===== config.mk =====
export PLATFORM = sky130hd
export DESIGN_NAME = bool_bit_unit
export DESIGN_NICKNAME = d
export VERILOG_FILES = /design/src/rtl/bool_bit_unit.sv
export SDC_FILE = /design/constraint.sdc
export NUM_CORES = 1
export LEC_CHECK = 0
export BUFFER_PORTS_ARGS = -buffer_cell sky130_fd_sc_hd__buf_2
export CAP_MARGIN = 30
export CORE_ASPECT_RATIO = 0.5
export CORE_MARGIN = 2
export CORE_UTILIZATION = 45
export CTS_BUF_LIST = sky130_fd_sc_hd__clkbuf_4 sky130_fd_sc_hd__clkbuf_8
export CTS_CLUSTER_DIAMETER = 150
export DETAILED_ROUTE_END_ITERATION = 10
export HOLD_SLACK_MARGIN = 0.15
export SYNTH_ARGS = -nofsm -noshare
export SYNTH_HDL_FRONTEND = slang
export SYNTH_SLANG_ARGS = --single-unit
export TNS_END_PERCENT = 50

===== constraint.sdc =====
create_clock -name clk -period 5 [get_ports clk]
set_input_delay 1 -clock clk [delete_from_list [all_inputs] [get_ports clk]]
set_output_delay 1 -clock clk [all_outputs]
set_load 0.02 [all_outputs]

===== src/rtl/bool_bit_unit.sv =====
module bool_bit_unit #(
  parameter int AW = 8
) (
  input  logic          clk,
  input  logic          rst_n,
  input  logic          strobe,
  input  logic [4:0]    op,
  input  logic [AW-1:0] bit_addr,
  output logic          carry,
  output logic          taken,
  output logic          done,
  output logic [7:0]    rdata
);
  localparam int NB = 2 * (1 << (AW - 4));
  localparam int IW = $clog2(NB);
  localparam logic [IW-1:0] PSW_IDX = IW'(26);
  localparam logic [IW-1:0] ACC_IDX = IW'(28);

  localparam logic [4:0] OP_ANL = 5'd0, OP_ANLN = 5'd1, OP_ORL = 5'd2, OP_ORLN = 5'd3,
                         OP_MOVCB = 5'd4, OP_MOVBC = 5'd5, OP_CLRC = 5'd6, OP_SETC = 5'd7,
                         OP_CPLC = 5'd8, OP_CLRB = 5'd9, OP_SETB = 5'd10, OP_CPLB = 5'd11,
                         OP_JC = 5'd12, OP_JNC = 5'd13, OP_JB = 5'd14, OP_JNB = 5'd15,
                         OP_JBC = 5'd16, OP_XRL = 5'd17;

  logic [7:0] mem [NB];

  wire [IW-1:0] idx = {bit_addr[AW-1], bit_addr[AW-2:3]};
  wire [2:0]    pos = bit_addr[2:0];
  wire          par = ^mem[ACC_IDX];

  logic [7:0] cur, post;
  logic       b, c, nc, nb, wr_c, wr_b, tk;

  assign c     = mem[PSW_IDX][7];
  assign carry = c;
  assign cur   = (idx == PSW_IDX) ? {mem[idx][7:1], par} : mem[idx];
  assign b     = cur[pos];

  always_comb begin
    wr_c = 1'b0; nc = c; wr_b = 1'b0; nb = b; tk = 1'b0;
    case (op)
      OP_ANL:   begin wr_c = 1'b1; nc = c & b;  end
      OP_ANLN:  begin wr_c = 1'b1; nc = c & ~b; end
      OP_ORL:   begin wr_c = 1'b1; nc = c | b;  end
      OP_ORLN:  begin wr_c = 1'b1; nc = c | ~b; end
      OP_MOVCB: begin wr_c = 1'b1; nc = b;      end
      OP_MOVBC: begin wr_b = 1'b1; nb = c;      end
      OP_CLRC:  begin wr_c = 1'b1; nc = 1'b0;   end
      OP_SETC:  begin wr_c = 1'b1; nc = 1'b1;   end
      OP_CPLC:  begin wr_c = 1'b1; nc = ~c;     end
      OP_CLRB:  begin wr_b = 1'b1; nb = 1'b0;   end
      OP_SETB:  begin wr_b = 1'b1; nb = 1'b1;   end
      OP_CPLB:  begin wr_b = 1'b1; nb = ~b;     end
      OP_JC:    tk = c;
      OP_JNC:   tk = ~c;
      OP_JB:    tk = b;
      OP_JNB:   tk = ~b;
      OP_JBC:   begin tk = b; wr_b = 1'b1; nb = 1'b0; end
      default:  ;
    endcase
  end

  always_comb begin
    post = cur;
    if (wr_b) post[pos] = nb;
    if (wr_c && idx == PSW_IDX) post[7] = nc;
    if (idx == PSW_IDX) post[0] = par;
  end

  always_ff @(posedge clk or negedge rst_n) begin
    if (!rst_n) begin
      for (int i = 0; i < NB; i++) mem[i] <= '0;
      taken <= 1'b0;
      done  <= 1'b0;
      rdata <= '0;
    end else begin
      done <= strobe;
      if (strobe) begin
        if (wr_c) mem[PSW_IDX][7] <= nc;
        if (wr_b) mem[idx][pos] <= nb;
        taken <= tk;
        rdata <= post;
      end
    end
  end

  a_r12_done_pulse: assert property (@(posedge clk) disable iff (!rst_n) strobe |=> done);
  a_r12_done_idle:  assert property (@(posedge clk) disable iff (!rst_n) !strobe |=> !done);
  a_r12_hold:       assert property (@(posedge clk) disable iff (!rst_n)
                      !strobe |=> $stable(carry) && $stable(rdata));
  a_r7_set_carry:   assert property (@(posedge clk) disable iff (!rst_n)
                      strobe && op == OP_SETC |=> carry);
  a_r7_clr_carry:   assert property (@(posedge clk) disable iff (!rst_n)
                      strobe && op == OP_CLRC |=> !carry);
  a_r8_jc:          assert property (@(posedge clk) disable iff (!rst_n)
                      strobe && op == OP_JC |=> taken == $past(carry));
  a_r8_no_branch:   assert property (@(posedge clk) disable iff (!rst_n)
                      strobe && op < OP_JC |=> !taken);
  a_r10_xrl_inert:  assert property (@(posedge clk) disable iff (!rst_n)
                      strobe && op == OP_XRL |=> carry == $past(carry) && !taken);
endmodule


==> Word-level counts from Yosys, hierarchy flattened <==
Index checks and enable logic that the tools add are counted.
{ "classes": {"n_reduce_logical": 10, "muxes": 23, "eq_ne": 17, "bitwise": 7, "order_cmp": 4} }
{ "ops": {"columns": ["op", "n"], "rows": [
  ["bitwise mux 256 bit", 1],
  ["two-way mux 48 bit", 1],
  ["binary-select mux 8 bit (select 5 bit)", 1],
  ["demux 8 bit (select 5 bit)", 1],
  ["== test 5 x 4 -> 1 bit (second input constant)", 8],
  ["two-way mux 8 bit", 4],
  ["== test 5 x 3 -> 1 bit (second input constant)", 4],
  ["== test 5 x 2 -> 1 bit (second input constant)", 2],
  ["== test 5 bit (second input constant)", 2],
  ["two-way mux 1 bit", 9],
  ["bitwise mux 8 bit", 1],
  ["one-hot mux 1 bit (4 select lines)", 2],
  ["one-hot mux 1 bit (8 select lines)", 1],
  ["OR reduction 8 bit", 1],
  ["parity 8 bit", 1],
  [">= comparator 6 bit (second input constant)", 1],
  ["less-than comparator 6 x 1 -> 1 bit (second input constant)", 1],
  ["NOT 5 -> 6 bit", 1],
  ["== test 5 x 1 -> 1 bit (second input constant)", 1],
  ["logical NOT 5 bit", 1],
  ["OR reduction 5 bit", 1],
  ["less-than comparator 3 x 4 -> 1 bit (second input constant)", 1],
  ["OR reduction 2 bit", 2],
  ["binary-select mux 1 bit (select 3 bit)", 1],
  ["7 further kinds", 12]
]} }
{ "totals": {"output_inout_bits": 11, "ff_bits": 266, "word_cells": 97} }

==> Depth between registers and ports, before layout <==
{ "depth": {"ltp_word": 14, "depth_mapped": 15, "ltp_nobuf": 9} }

==> Worst setup path after synthesis <==
Ideal clock, no wire load.
{ "synth_timing": {"path_kind": "input port to flip-flop", "startpoint": "in bit_addr[4]", "endpoint": "reg mem[183] (netlist name)", "stages": 15, "n_path_buf": 7, "required_ps": 4918, "t_arrival_ps": 3354, "setup_slack_ps": 1564, "setup_ps": 82, "path_cell_list": "buf_4 > buf_4 > buf_6 > buf_2 > mux2i_1 > o22ai_1 > nor4_1 > nand2_1 > mux2i_1 > o22ai_1 > o31a_1 > buf_6 > buf_6 > buf_6 > a31oi_1"} }
{ "synth_via": {"elab_chain_cells": 10, "word_cells_on_any_way": 16} }
{ "synth_lines": {"columns": ["item", "line_no", "source"], "rows": [
  ["from (decl)", "8", "input logic [AW-1:0] bit_addr,"],
  ["NOT 5 -> 6 bit (implied by the code)", "36, 80", null],
  ["binary-select mux 8 bit (select 5 bit)", "36", "assign cur = (idx == PSW_IDX) ? {mem[idx][7:1], par} : mem[idx];"],
  ["two-way mux 8 bit (implied by the code) (2 in series)", "36", null],
  ["two-way mux 1 bit", "36", null],
  ["binary-select mux 1 bit (select 3 bit)", "37", "assign b = cur[pos];"],
  ["two-way mux 1 bit (implied by the code)", "37", null],
  ["NOT 1 bit", "53", "OP_CPLB: begin wr_b = 1'b1; nb = ~b; end"],
  ["one-hot mux 1 bit (4 select lines)", "41", "case (op)"],
  ["bitwise mux 256 bit (*)", "80", "if (wr_b) mem[idx][pos] <= nb;"],
  ["to (signal, indexed assignment)", "79", "if (wr_c) mem[PSW_IDX][7] <= nc;"],
  ["to (signal, indexed assignment)", "80", null],
  ["to (decl)", "25", "logic [7:0] mem [NB];"]
]} }
Mark *: on every way between the ends. The rest lies on a longest branch, timed or not. The select of a mux whose other input is x is not followed.
A chain may end at the register's enable or synchronous reset.

==> Worst setup path after layout <==
{ "layout_timing": {"startpoint": "in bit_addr[5]", "endpoint": "reg mem[106] (netlist name)"} }
The elaborated chain is that of the path after synthesis.

==> metrics.txt <==
# TYPE chip_impl_metric gauge
chip_impl_info{name="tritoncts",value="yes"} 1
chip_impl_metric{name="synth-seq-cells",unit=""} 266
chip_impl_metric{name="coreArea",unit="sq mm"} 0.02907
chip_impl_metric{name="drc_errors",unit=""} 0
chip_impl_info{name="synth_top_flop_cell",value="dfrtp_1"} 1
chip_impl_metric{name="overflow",unit=""} 0
chip_impl_metric{name="async_set_or_reset_flop_fraction_in_the_synthesized_netlist",unit=""} 1.000
chip_impl_metric{name="grt_pass1_vias",unit=""} 10097
chip_impl_metric{name="synth.net_count",unit=""} 1345
chip_impl_metric{name="final_nets",unit=""} 1308
chip_impl_metric{name="antenna_cells_inserted",unit=""} 0
chip_impl_metric{name="insertion_delay",unit="ns"} 0.59
chip_impl_metric{name="detailedRoute.firstPassIterationCount",unit=""} 6
chip_impl_metric{name="fin_cells",unit=""} 1712
chip_impl_metric{name="rows",unit=""} 44
chip_impl_metric{name="drv_cap",unit=""} 0
chip_impl_metric{name="period_share",unit=""} 0.8297
chip_impl_info{name="rsz0062_at_grt",value="false"} 1
chip_impl_metric{name="wl_per_cell",unit="um"} 23.22
chip_impl_metric{name="wl_met3",unit="um"} 4308
chip_impl_metric{name="sequential_cell_area_fraction_in_the_yosys_report",unit=""} 0.4993
chip_impl_metric{name="post_cts.repair.setup_buffers",unit=""} 0
chip_impl_metric{name="ff_latch_area",unit="sq mm"} 0.006656
chip_impl_info{name="top_layer",value="met4"} 1
chip_impl_metric{name="layout_min_cycle_time",unit="ns"} 4.148
chip_impl_metric{name="antenna_left",unit=""} 0
chip_impl_metric{name="synth-edff-count",unit=""} 0
chip_impl_metric{name="post_dp_cell_area",unit="sq mm"} 0.01365
chip_impl_info{name="worst-setup-path-type",value="input port to flop"} 1
chip_impl_metric{name="clock_skew",unit="ns"} 0.03731
chip_impl_metric{name="n_fill_cell",unit=""} 2658
chip_impl_metric{name="initialDrtViolationCount",unit=""} 1687
chip_impl_info{name="clockRootBuffer",value="clkbuf_8"} 1
chip_impl_info{name="critical-path-top-delay-family",value="compound AO/OA/AOI/OAI gates"} 1
chip_impl_metric{name="synth.yosys.warnings",unit=""} 0
chip_impl_info{name="ordered_cell_list_for_the_critical_path",value="buf_2, or4_1, o22ai_1, nor4_2, buf_4, a21oi_1, a41oi_1, o211ai_1, o31a_2, buf_12, a31oi_1"} 1
chip_impl_metric{name="slew_viol_final",unit=""} 0
chip_impl_metric{name="cts_hold_buf",unit=""} 0
chip_impl_metric{name="area_used_by_multi_input_combinational_logic",unit="sq mm"} 0.005828
chip_impl_metric{name="area_of_the_die",unit="sq mm"} 0.03110
chip_impl_metric{name="drive_gt1_frac",unit=""} 0.1332
chip_impl_metric{name="globalplace.congestion",unit=""} 0.8740
chip_impl_info{name="worst_path_max_delay_cell",value="or4_1"} 1
chip_impl_metric{name="cts_buffer_depth",unit=""} 3
chip_impl_metric{name="wire_length_on_met2",unit="um"} 16340
chip_impl_metric{name="worstPathRequired",unit="ns"} 5.38
chip_impl_metric{name="synth_cell_types",unit=""} 51
chip_impl_info{name="timing.hold.worst.class",value="flop to flop"} 1
chip_impl_metric{name="clock.fmax",unit="MHz"} 241.1
chip_impl_metric{name="vias_per_cell",unit=""} 6.477
chip_impl_metric{name="clkSinkCount",unit=""} 266
chip_impl_info{name="worst_setup_path_start_kind",value="input port"} 1
chip_impl_metric{name="arrival",unit="ns"} 4.53
chip_impl_metric{name="die-height",unit="um"} 125.7
chip_impl_metric{name="cts_repair_resize_count",unit=""} 0
chip_impl_metric{name="setup_violations",unit=""} 0
chip_impl_metric{name="tightest_slew",unit="ns"} 1.034
chip_impl_metric{name="syn-cell-area",unit="sq mm"} 0.01333
chip_impl_metric{name="drt_wl_total",unit="um"} 39750
chip_impl_metric{name="io_buffer_count",unit=""} 26
chip_impl_metric{name="finalHoldViolations",unit=""} 0
chip_impl_metric{name="post-place-cells",unit=""} 1639
chip_impl_metric{name="cellLeakagePower",unit="uW"} 0.006464
chip_impl_metric{name="io_pins",unit=""} 27
chip_impl_metric{name="ff_to_ff_setup_slack",unit="ns"} 1.82
chip_impl_metric{name="dp.final_hpwl",unit="um"} 25460
chip_impl_info{name="run_status",value="completed"} 1
chip_impl_metric{name="grt_use_total",unit=""} 0.2583
chip_impl_metric{name="wl_met1",unit="um"} 18100
chip_impl_metric{name="die_width",unit="um"} 247.4
chip_impl_metric{name="clock_pin_slew_worst_setup_and_hold_paths",unit="ns"} 0.06
chip_impl_metric{name="grt_max_degree",unit=""} 127
chip_impl_metric{name="cp_max_fo",unit=""} 76
chip_impl_metric{name="setup_total_negative_slack",unit="ns"} 0
chip_impl_metric{name="peakVddDrop",unit="mV"} 0.1704
chip_impl_info{name="worst_setup_path_end_kind",value="flop"} 1
chip_impl_metric{name="floorplan.initialDensity",unit=""} 0.4586
chip_impl_metric{name="finish.instance_area",unit="sq mm"} 0.01454
chip_impl_metric{name="final_core_util",unit=""} 0.5003
chip_impl_metric{name="synthesis.instances",unit=""} 1329
chip_impl_metric{name="power_density",unit="mW/mm^2"} 308.8
chip_impl_metric{name="detailroute.via_count",unit=""} 11089
chip_impl_metric{name="signed_area_change_from_the_synthesized_netlist_to_the_final_layout",unit="%"} 9.085
chip_impl_metric{name="maxSlewHeadroom",unit=""} 0.3093
chip_impl_metric{name="mean_post_synth_cell_area",unit="sq um"} 10.03
chip_impl_metric{name="fin_worst_hold_slack",unit="ns"} 0.4751
chip_impl_metric{name="crit_path_max_incr_delay",unit="ns"} 0.85
chip_impl_metric{name="cts_max_level",unit=""} 2
chip_impl_metric{name="grt_pass1_wl",unit="um"} 61700
chip_impl_metric{name="antenna_found_initial",unit=""} 0
chip_impl_metric{name="numCtsBuffers",unit=""} 40
chip_impl_metric{name="worst-path-buf-inv",unit=""} 3
==> registers in the layout, indices dropped and copies added (netlist names) <==
register and count:
done 1, mem 255, taken 1, carry 1
rdata 8
==> cells by family (layout without fill, tap and decap cells) <==
| logic type | Yosys count | after routing | share of synthesized area |
|---|---|---|---|
| AOI/OAI and AO/OA | 616 | 616 | 0.2674 |
| muxes | 133 | 133 | 0.09987 |
| xor gates and xnor gates | 8 | 8 | 0.005256 |
| buffers and inverters | 167 | 159 | 0.06814 |
| DFF | 266 | 266 | 0.4993 |
| and+or+nand+nor | 139 | 139 | 0.05998 |
==> power by group <==
group	switching, uW	total [uW]	internal, uW
Combinational	245	352	108
Sequential	24.9	2220	2200
Clock	869	1920	1050
Total	1140	4490	3350
==> synthesized netlist by cell type, drive strengths merged (2+ instances only) <==
| library cell | number | area share |
|---|---|---|
| dfrtp | 266 | 0.50 |
| a21oi | 263 | 0.099 |
| a31oi | 257 | 0.12 |
| mux2i | 133 | 0.10 |
| clkbuf | 103 | 0.029 |
| o22ai | 67 | 0.031 |
| buf | 61 | 0.038 |
| nor2 | 53 | 0.015 |
| nand2 | 14 | 0.0039 |
| nor4 | 10 | 0.0052 |
| or4 | 8 | 0.0045 |
| xnor2 | 7 | 0.0046 |
| nand3 | 6 | 0.0023 |
| nand3b | 6 | 0.0034 |
| nor2b | 6 | 0.0028 |
| nor3 | 6 | 0.0023 |
| o21ai | 6 | 0.0023 |
| or4b | 5 | 0.0038 |
| nand2b | 4 | 0.0019 |
| nand4b | 4 | 0.0040 |
| nand4bb | 4 | 0.0034 |
| a21o | 3 | 0.0017 |
| inv | 3 | 0.00084 |
| o211ai | 3 | 0.0017 |
| or3 | 3 | 0.0014 |
| or3b | 3 | 0.0020 |
| a221o | 2 | 0.0015 |
| o21a | 2 | 0.0011 |
| o31a | 2 | 0.0013 |
| o31ai | 2 | 0.0011 |
| or4bb | 2 | 0.0017 |
==> routing by layer <==
layer  global-route usage  up-vias
li1                     -     5035
met1               0.3870     5466
met4              0.06446        0
met3              0.08568       80
met2               0.3569      508
met5                    0        -
==> area by class of cell <==
class,instances,share of cell area
Clock inverter,3,0.001377
Multi-Input combinational cell,896,0.4008
Tap cell,391,0.03364
Timing Repair Buffer,85,0.04818
Inverter,3,0.0007744
Sequential cell,266,0.4578
Clock buffer,68,0.05748
==> path summary, 6_finish.rpt <==
kind                            end         from  cells past startpoint
max reg2reg                mem[209]      mem[40]                      9
max in group asynchronous  mem[209]        rst_n                      2
min in group asynchronous  mem[224]        rst_n                      1
min                        rdata[6]     rdata[6]                      1
max                        mem[106]  bit_addr[5]                     11
min reg2reg                rdata[6]     rdata[6]                      1
==> stage by stage <==
| step | power, uW | worst slack [ns] |
|---|---|---|
| after floorplan | 2490 | 1.564 |
| after global placement | 2598 | 0.4519 |
| after detailed placement | 2608 | 0.4191 |
| after CTS | 4511 | 0.9969 |
| after global routing | 4654 | 0.7010 |
| final | 4490 | 0.8517 |
==> placed cells by master, fill, tap and decap left out, types with 8 or more instances in the layout <==
cell type / n
nor2_1: 47
dfrtp_1: 266
nand2_1: 14
o22ai_1: 67
nor4_1: 9
a31oi_1: 257
a21oi_1: 263
mux2i_1: 133
buf_4: 50
or4_1: 8
buf_2: 24
clkbuf_8: 52
clkbuf_4: 16
Power figures use the tool's default switching activity.
